--- src/rtl/ser_pkg.sv ---
package ser_pkg;
    typedef enum logic [1:0] {
        MODE_PIPE  = 2'b00,
        MODE_BURST = 2'b01,
        MODE_SELF  = 2'b10,
        MODE_FREE  = 2'b11
    } mode_e;

    typedef enum logic [2:0] {
        ST_IDLE,
        ST_XARM,
        ST_XSHIFT,
        ST_ILOW,
        ST_IHIGH
    } st_e;
endpackage

--- src/rtl/ser_edge_sync.sv ---
module ser_edge_sync #(
    parameter int STAGES = 2
) (
    input  logic clk,
    input  logic rst_n,
    input  logic async_in,
    output logic level_o,
    output logic fall_o
);
    logic [STAGES-1:0] chain;
    logic              last_q;

    genvar g;
    generate
        for (g = 0; g < STAGES; g++) begin : g_stage
            if (g == 0) begin : g_first
                always_ff @(posedge clk) begin
                    if (!rst_n) chain[0] <= 1'b0;
                    else        chain[0] <= async_in;
                end
            end else begin : g_next
                always_ff @(posedge clk) begin
                    if (!rst_n) chain[g] <= 1'b0;
                    else        chain[g] <= chain[g-1];
                end
            end
        end
    endgenerate

    always_ff @(posedge clk) begin
        if (!rst_n) last_q <= 1'b0;
        else        last_q <= chain[STAGES-1];
    end

    assign level_o = chain[STAGES-1];
    assign fall_o  = last_q & ~chain[STAGES-1];
endmodule

--- src/rtl/ser_coder.sv ---
module ser_coder #(
    parameter int W = 16
) (
    input  logic [W-1:0] data_i,
    input  logic         twos_i,
    output logic [W-1:0] data_o
);
    always_comb begin
        data_o      = data_i;
        data_o[W-1] = data_i[W-1] ^ twos_i;
    end
endmodule

--- src/rtl/ser_phase_timer.sv ---
module ser_phase_timer #(
    parameter int CLKS = 2
) (
    input  logic clk,
    input  logic rst_n,
    input  logic restart,
    input  logic run,
    output logic expire
);
    localparam int CW = (CLKS > 1) ? $clog2(CLKS) : 1;
    localparam logic [CW-1:0] LAST = CW'(CLKS - 1);

    logic [CW-1:0] cnt;

    assign expire = run && (cnt == LAST);

    always_ff @(posedge clk) begin
        if (!rst_n || restart) cnt <= '0;
        else if (expire)       cnt <= '0;
        else if (run)          cnt <= cnt + 1'b1;
    end
endmodule

--- src/rtl/sres_port.sv ---
module sres_port #(
    parameter int W          = 16,
    parameter int PHASE_CLKS = 2,
    parameter int SYNC_STAGES = 2
) (
    input  logic         clk,
    input  logic         rst_n,
    input  logic [W-1:0] result,
    input  logic         res_ready,
    input  logic         conv_start,
    input  logic [1:0]   mode,
    input  logic         twos_comp,
    input  logic         ext_sclk,
    output logic         sdata,
    output logic         sclk_out,
    output logic         frame_n,
    output logic         idle
);
    import ser_pkg::*;

    localparam int CNTW = (W > 1) ? $clog2(W) : 1;
    localparam logic [CNTW-1:0] LAST_BIT = CNTW'(W - 1);

    mode_e         md;
    st_e           state, next_state;
    logic [W-1:0]  held_q;
    logic [W-1:0]  shreg_q;
    logic [W-1:0]  pend_q;
    logic [W-1:0]  raw_word;
    logic [W-1:0]  load_word;
    logic [CNTW-1:0] bit_q;
    logic          load_ev;
    logic          ext_lvl;
    logic          ext_fall;
    logic          ph_run;
    logic          ph_exp;
    logic          last_bit;

    assign md       = mode_e'(mode);
    assign last_bit = (bit_q == LAST_BIT);

    always_comb begin
        unique case (md)
            MODE_PIPE, MODE_FREE: begin
                load_ev  = conv_start;
                raw_word = held_q;
            end
            MODE_BURST, MODE_SELF: begin
                load_ev  = res_ready;
                raw_word = result;
            end
            default: begin
                load_ev  = 1'b0;
                raw_word = result;
            end
        endcase
    end

    ser_coder #(.W(W)) coder_i (
        .data_i (raw_word),
        .twos_i (twos_comp),
        .data_o (load_word)
    );

    ser_edge_sync #(.STAGES(SYNC_STAGES)) sync_i (
        .clk      (clk),
        .rst_n    (rst_n),
        .async_in (ext_sclk),
        .level_o  (ext_lvl),
        .fall_o   (ext_fall)
    );

    assign ph_run = ((state == ST_ILOW) || (state == ST_IHIGH)) && !load_ev;

    ser_phase_timer #(.CLKS(PHASE_CLKS)) timer_i (
        .clk     (clk),
        .rst_n   (rst_n),
        .restart (load_ev),
        .run     (ph_run),
        .expire  (ph_exp)
    );

    // state register
    always_ff @(posedge clk) begin
        if (!rst_n) state <= ST_IDLE;
        else        state <= next_state;
    end

    // next-state logic
    always_comb begin
        next_state = state;
        unique case (state)
            ST_IDLE:   next_state = ST_IDLE;
            ST_XARM:   if (ext_fall) next_state = ST_XSHIFT;
            ST_XSHIFT: if (ext_fall && last_bit) next_state = ST_IDLE;
            ST_ILOW:   if (ph_exp) next_state = ST_IHIGH;
            ST_IHIGH:  if (ph_exp) next_state = last_bit ? ST_IDLE : ST_ILOW;
            default:   next_state = ST_IDLE;
        endcase
        if (load_ev) begin
            unique case (md)
                MODE_PIPE:  next_state = ST_XSHIFT;
                MODE_BURST: next_state = ext_lvl ? ST_XARM : ST_XSHIFT;
                MODE_SELF:  next_state = ST_ILOW;
                MODE_FREE:  next_state = ST_ILOW;
                default:    next_state = ST_IDLE;
            endcase
        end
    end

    // captured result for the pipelined and free-run modes
    always_ff @(posedge clk) begin
        if (!rst_n)         held_q <= '0;
        else if (res_ready) held_q <= result;
    end

    // shift datapath
    always_ff @(posedge clk) begin
        if (!rst_n) begin
            shreg_q <= '0;
            pend_q  <= '0;
            bit_q   <= '0;
        end else if (load_ev) begin
            bit_q <= '0;
            if (md == MODE_BURST && ext_lvl) pend_q  <= load_word;
            else                             shreg_q <= load_word;
        end else begin
            unique case (state)
                ST_XARM: begin
                    if (ext_fall) begin
                        shreg_q <= pend_q;
                        bit_q   <= '0;
                    end
                end
                ST_XSHIFT: begin
                    if (ext_fall && !last_bit) begin
                        shreg_q <= {shreg_q[W-2:0], 1'b0};
                        bit_q   <= bit_q + 1'b1;
                    end
                end
                ST_IHIGH: begin
                    if (ph_exp && !last_bit) begin
                        shreg_q <= {shreg_q[W-2:0], 1'b0};
                        bit_q   <= bit_q + 1'b1;
                    end
                end
                ST_IDLE, ST_ILOW: begin
                end
                default: begin
                end
            endcase
        end
    end

    // outputs decoded from the registered state
    always_comb begin
        sdata    = shreg_q[W-1];
        sclk_out = (state == ST_IHIGH);
        frame_n  = !((state == ST_ILOW) || (state == ST_IHIGH));
        idle     = (state == ST_IDLE);
    end
endmodule

--- config.mk ---
export PLATFORM = sky130hd
export DESIGN_NAME = sres_port
export DESIGN_NICKNAME = d
export VERILOG_FILES = /design/src/rtl/ser_pkg.sv /design/src/rtl/ser_edge_sync.sv /design/src/rtl/ser_coder.sv /design/src/rtl/ser_phase_timer.sv /design/src/rtl/sres_port.sv
export SDC_FILE = /design/constraint.sdc
export NUM_CORES = 1
export LEC_CHECK = 0
export BUFFER_PORTS_ARGS = -buffer_cell sky130_fd_sc_hd__buf_2
export CAP_MARGIN = 20
export CORE_UTILIZATION = 25
export CTS_CLUSTER_SIZE = 30
export DETAILED_ROUTE_END_ITERATION = 12
export GPL_ROUTABILITY_DRIVEN = 0
export PLACE_DENSITY_LB_ADDON = 0.2
export SLEW_MARGIN = 20
export SYNTH_ARGS = -nofsm -noshare
export SYNTH_HDL_FRONTEND = slang
export SYNTH_HIERARCHICAL = 1
export SYNTH_SLANG_ARGS = --single-unit
--- constraint.sdc ---
create_clock -name clk -period 2.8 [get_ports clk]
set_input_delay 0.56 -clock clk [delete_from_list [all_inputs] [get_ports clk]]
set_output_delay 0.56 -clock clk [all_outputs]
set_load 0.005 [all_outputs]
==> reports/qor.yml <==
floorplan:
  fp-row-count: 41
  dieArea_sq_um: 13480
  coreArea_sq_um: 12670
  die_y_um: 116.1
  start_util_pct: 25.68
  ios: 28
  die_width_um: 116.1
min_path:
  hp-class: "reg2reg"
sta:
  final_max_slew_viol_count: 0
  period_minus_slack_ns: 2.562
  finalSetupViolations: 0
  fin_crit_sh_pct: 91.51
  clock_skew_ns: 0.003907
  slew_headroom_pct: 27.57
  hold_viol: 0
  tightest_slew_ns: 1.086
  rsz0062_at_grt: "false"
  max_freq_mhz: 390.3
global_routing:
  antenna_found_initial: 0
  grt-ovfl-total: 0
  grt_usage_pct: 12.47
  grt_first_pass_wirelength_mm: 12.82
  grt_pass1_vias: 2556
  grt_max_degree: 41
pwr:
  powerDensity_nw_per_um2: 623.0
  vdd_drop_max_mv: 0.2297
  cellLeakagePower_nw: 1.539
finish:
  antenna_cells: 0
  final_cells: 559
  finish.utilization_pct: 30.32
  fill_cells: 1380
  nets: 411
  area_delta_synth_final_pct: 18.07
  drive_above_1_share_pct: 24.29
synth:
  yosysUniqueCellTypes: 51
  ys.flop_type: "dfxtp_1"
  async_flop_share_pct: 0
  ys.warnings.count: 6
  synth_cells: 364
  synth-edff-count: 0
  synth-seq-area-share_pct: 36.29
  syn-cell-area_sq_um: 3254
  ys_ff_latch: 59
  synth_area_per_cell_sq_um: 8.941
  syn_nets: 393
detailed_routing:
  antenna_left: 0
  drt_iter0_drc: 100
  vias: 2555
  wl_mm: 7.620
  vias_per_cell: 4.571
  firstDrtPassIters: 4
  wire_per_inst_um: 13.63
  drc_errors: 0
clock_tree:
  clock_latency_ns: 0.32
  root_buffer: "clkbuf_16"
  clock-sinks: 59
  cts_buffers: 9
  post-cts-setup-buffer-count: 0
  cts_hold_buf: 0
  clk_pin_slew_ns: 0.05
  cts-htree-levels: 3
  cts_resized: 0
  cts_buffer_depth: 2
  cts_tree: "done"
worst_setup_path:
  critical_path.max_fanout: 15
  cp-end-kind: "register"
  required_ns: 3.05
  worst_setup_path_start_kind: "register"
  arrival_ns: 2.81
  path_class: "reg2reg"
run_status:
  status: "complete, no violations"
placed_design:
  dp.cells: 543
  port_buffers: 27
  hpwlAfterDp_mm: 5.197
run:
  maxCapViolCount: 0
==> critical path, cell delays in order (launching register included) <==
cell and delay [ns]:
dfxtp_1 0.55, nor3b_1 0.11, a21oi_1 0.30, nor2_4 0.07, and2_4 0.15, nand3b_4 0.09, a211oi_4 0.07, o21ai_2 0.85
mux2i_1 0.28
==> report_power, final <==
group          total, mW  switching, mW  internal [mW]
registers          0.915         0.0283          0.887
logic              0.347          0.189          0.158
clock network       1.13          0.369          0.762
total               2.39          0.587           1.81
==> worst paths after layout <==
path | start | to | slack [ns] | cells past startpoint
worst min-delay path | sync_i/chain[0] | sync_i/level_o | 0.43 | 1
worst max-delay path | state[1] | shreg_q[4] | 0.24 | 8
worst max register to register | state[1] | shreg_q[4] | 0.24 | 8
worst min register to register | sync_i/chain[0] | sync_i/level_o | 0.43 | 1
==> metrics by stage <==
stage | total power [mW] | worst slack, ns | setup TNS, ns | hold slack (ns) | cell area (sq um)
after floorplan | 1.215 | 0.01928 | 0 | 0.4057 | 3289
after detailed placement | 1.280 | -0.1249 | -1.540 | 0.4192 | 3535
after global routing | 2.500 | 0.01656 | 0 | 0.4473 | 3842
after CTS | 2.425 | 0.1990 | 0 | 0.4297 | 3842
after global placement | 1.279 | -0.04918 | -0.7130 | 0.4198 | 3535
final | 2.394 | 0.2376 | 0 | 0.4279 | 3842
==> registers in the layout, indices dropped and copies added, names as in the netlist <==
name            flops
timer_i/cnt         1
bit_q               4
held_q             16
sync_i/last_q       1
shreg_q            16
pend_q             16
sync_i/level_o      1
sync_i/chain        1
state               3
==> layer usage <==
| layer | GRT usage (%) | wire (um) |
|---|---|---|
| met1 | 16.50 | 3933 |
| met2 | 19.48 | 3373 |
| met3 | 3.114 | 193 |
| met4 | 4.872 | 120 |
| met5 | 0 | 0 |
==> cell usage in the layout (no fill, tap or decap), drive strengths merged <==
cell,n
dfxtp,59
or4b,1
inv,5
nor3b,2
nand4,1
and2b,1
o21a,1
nand4bb,1
nor3,1
a211o,16
a211oi,3
and2,4
buf,49
a32oi,1
ha,5
nor2b,17
mux2i,33
nor2,22
a31o,2
a21oi,6
a41oi,1
a31oi,2
mux2,17
xor2,1
o21ai,19
or2,1
a2111oi,1
nor4,16
a311oi,2
clkbuf,15
a21boi,16
nor4b,1
bufinv,1
nand3,4
and3,1
nand3b,3
xnor2,2
nand2,52
nand2b,2
==> cells in the mapped netlist, drive strengths merged, types with 5 or more instances <==
library cell,n,area share [%]
mux2,17,5.9
o21ai,19,3.0
nand2,52,6.0
inv,5,0.58
a21boi,16,3.7
buf,30,6.6
ha,5,1.9
nor2b,17,3.3
a211o,16,4.3
dfxtp,59,36
mux2i,33,10
a21oi,6,0.92
nor4,16,3.1
nor2,22,2.6
clkbuf,12,1.4
==> logic make-up after synthesis <==
family / after synthesis / share of synthesized area [%]
simple gates: 130 / 20.57
compound gates: 70 / 15.46
flops: 59 / 36.29
mux: 50 / 16.15
buf+inv: 47 / 8.573
fa+ha+maj: 5 / 1.922
xor+xnor: 3 / 1.038
==> area by class of cell <==
type                    instances  area (sq um)  share of cell area [%]
clock buffers                  15         277.8                   7.229
inverters                       5         18.77                  0.4884
clock inverters                 1         30.03                  0.7815
well taps                     172         215.2                   5.601
repair buffers                 49         300.3                   7.815
multi-input cells             258          1819                   47.35
flip-flops and latches         59          1181                   30.74
(Power assumes the default switching activity.)
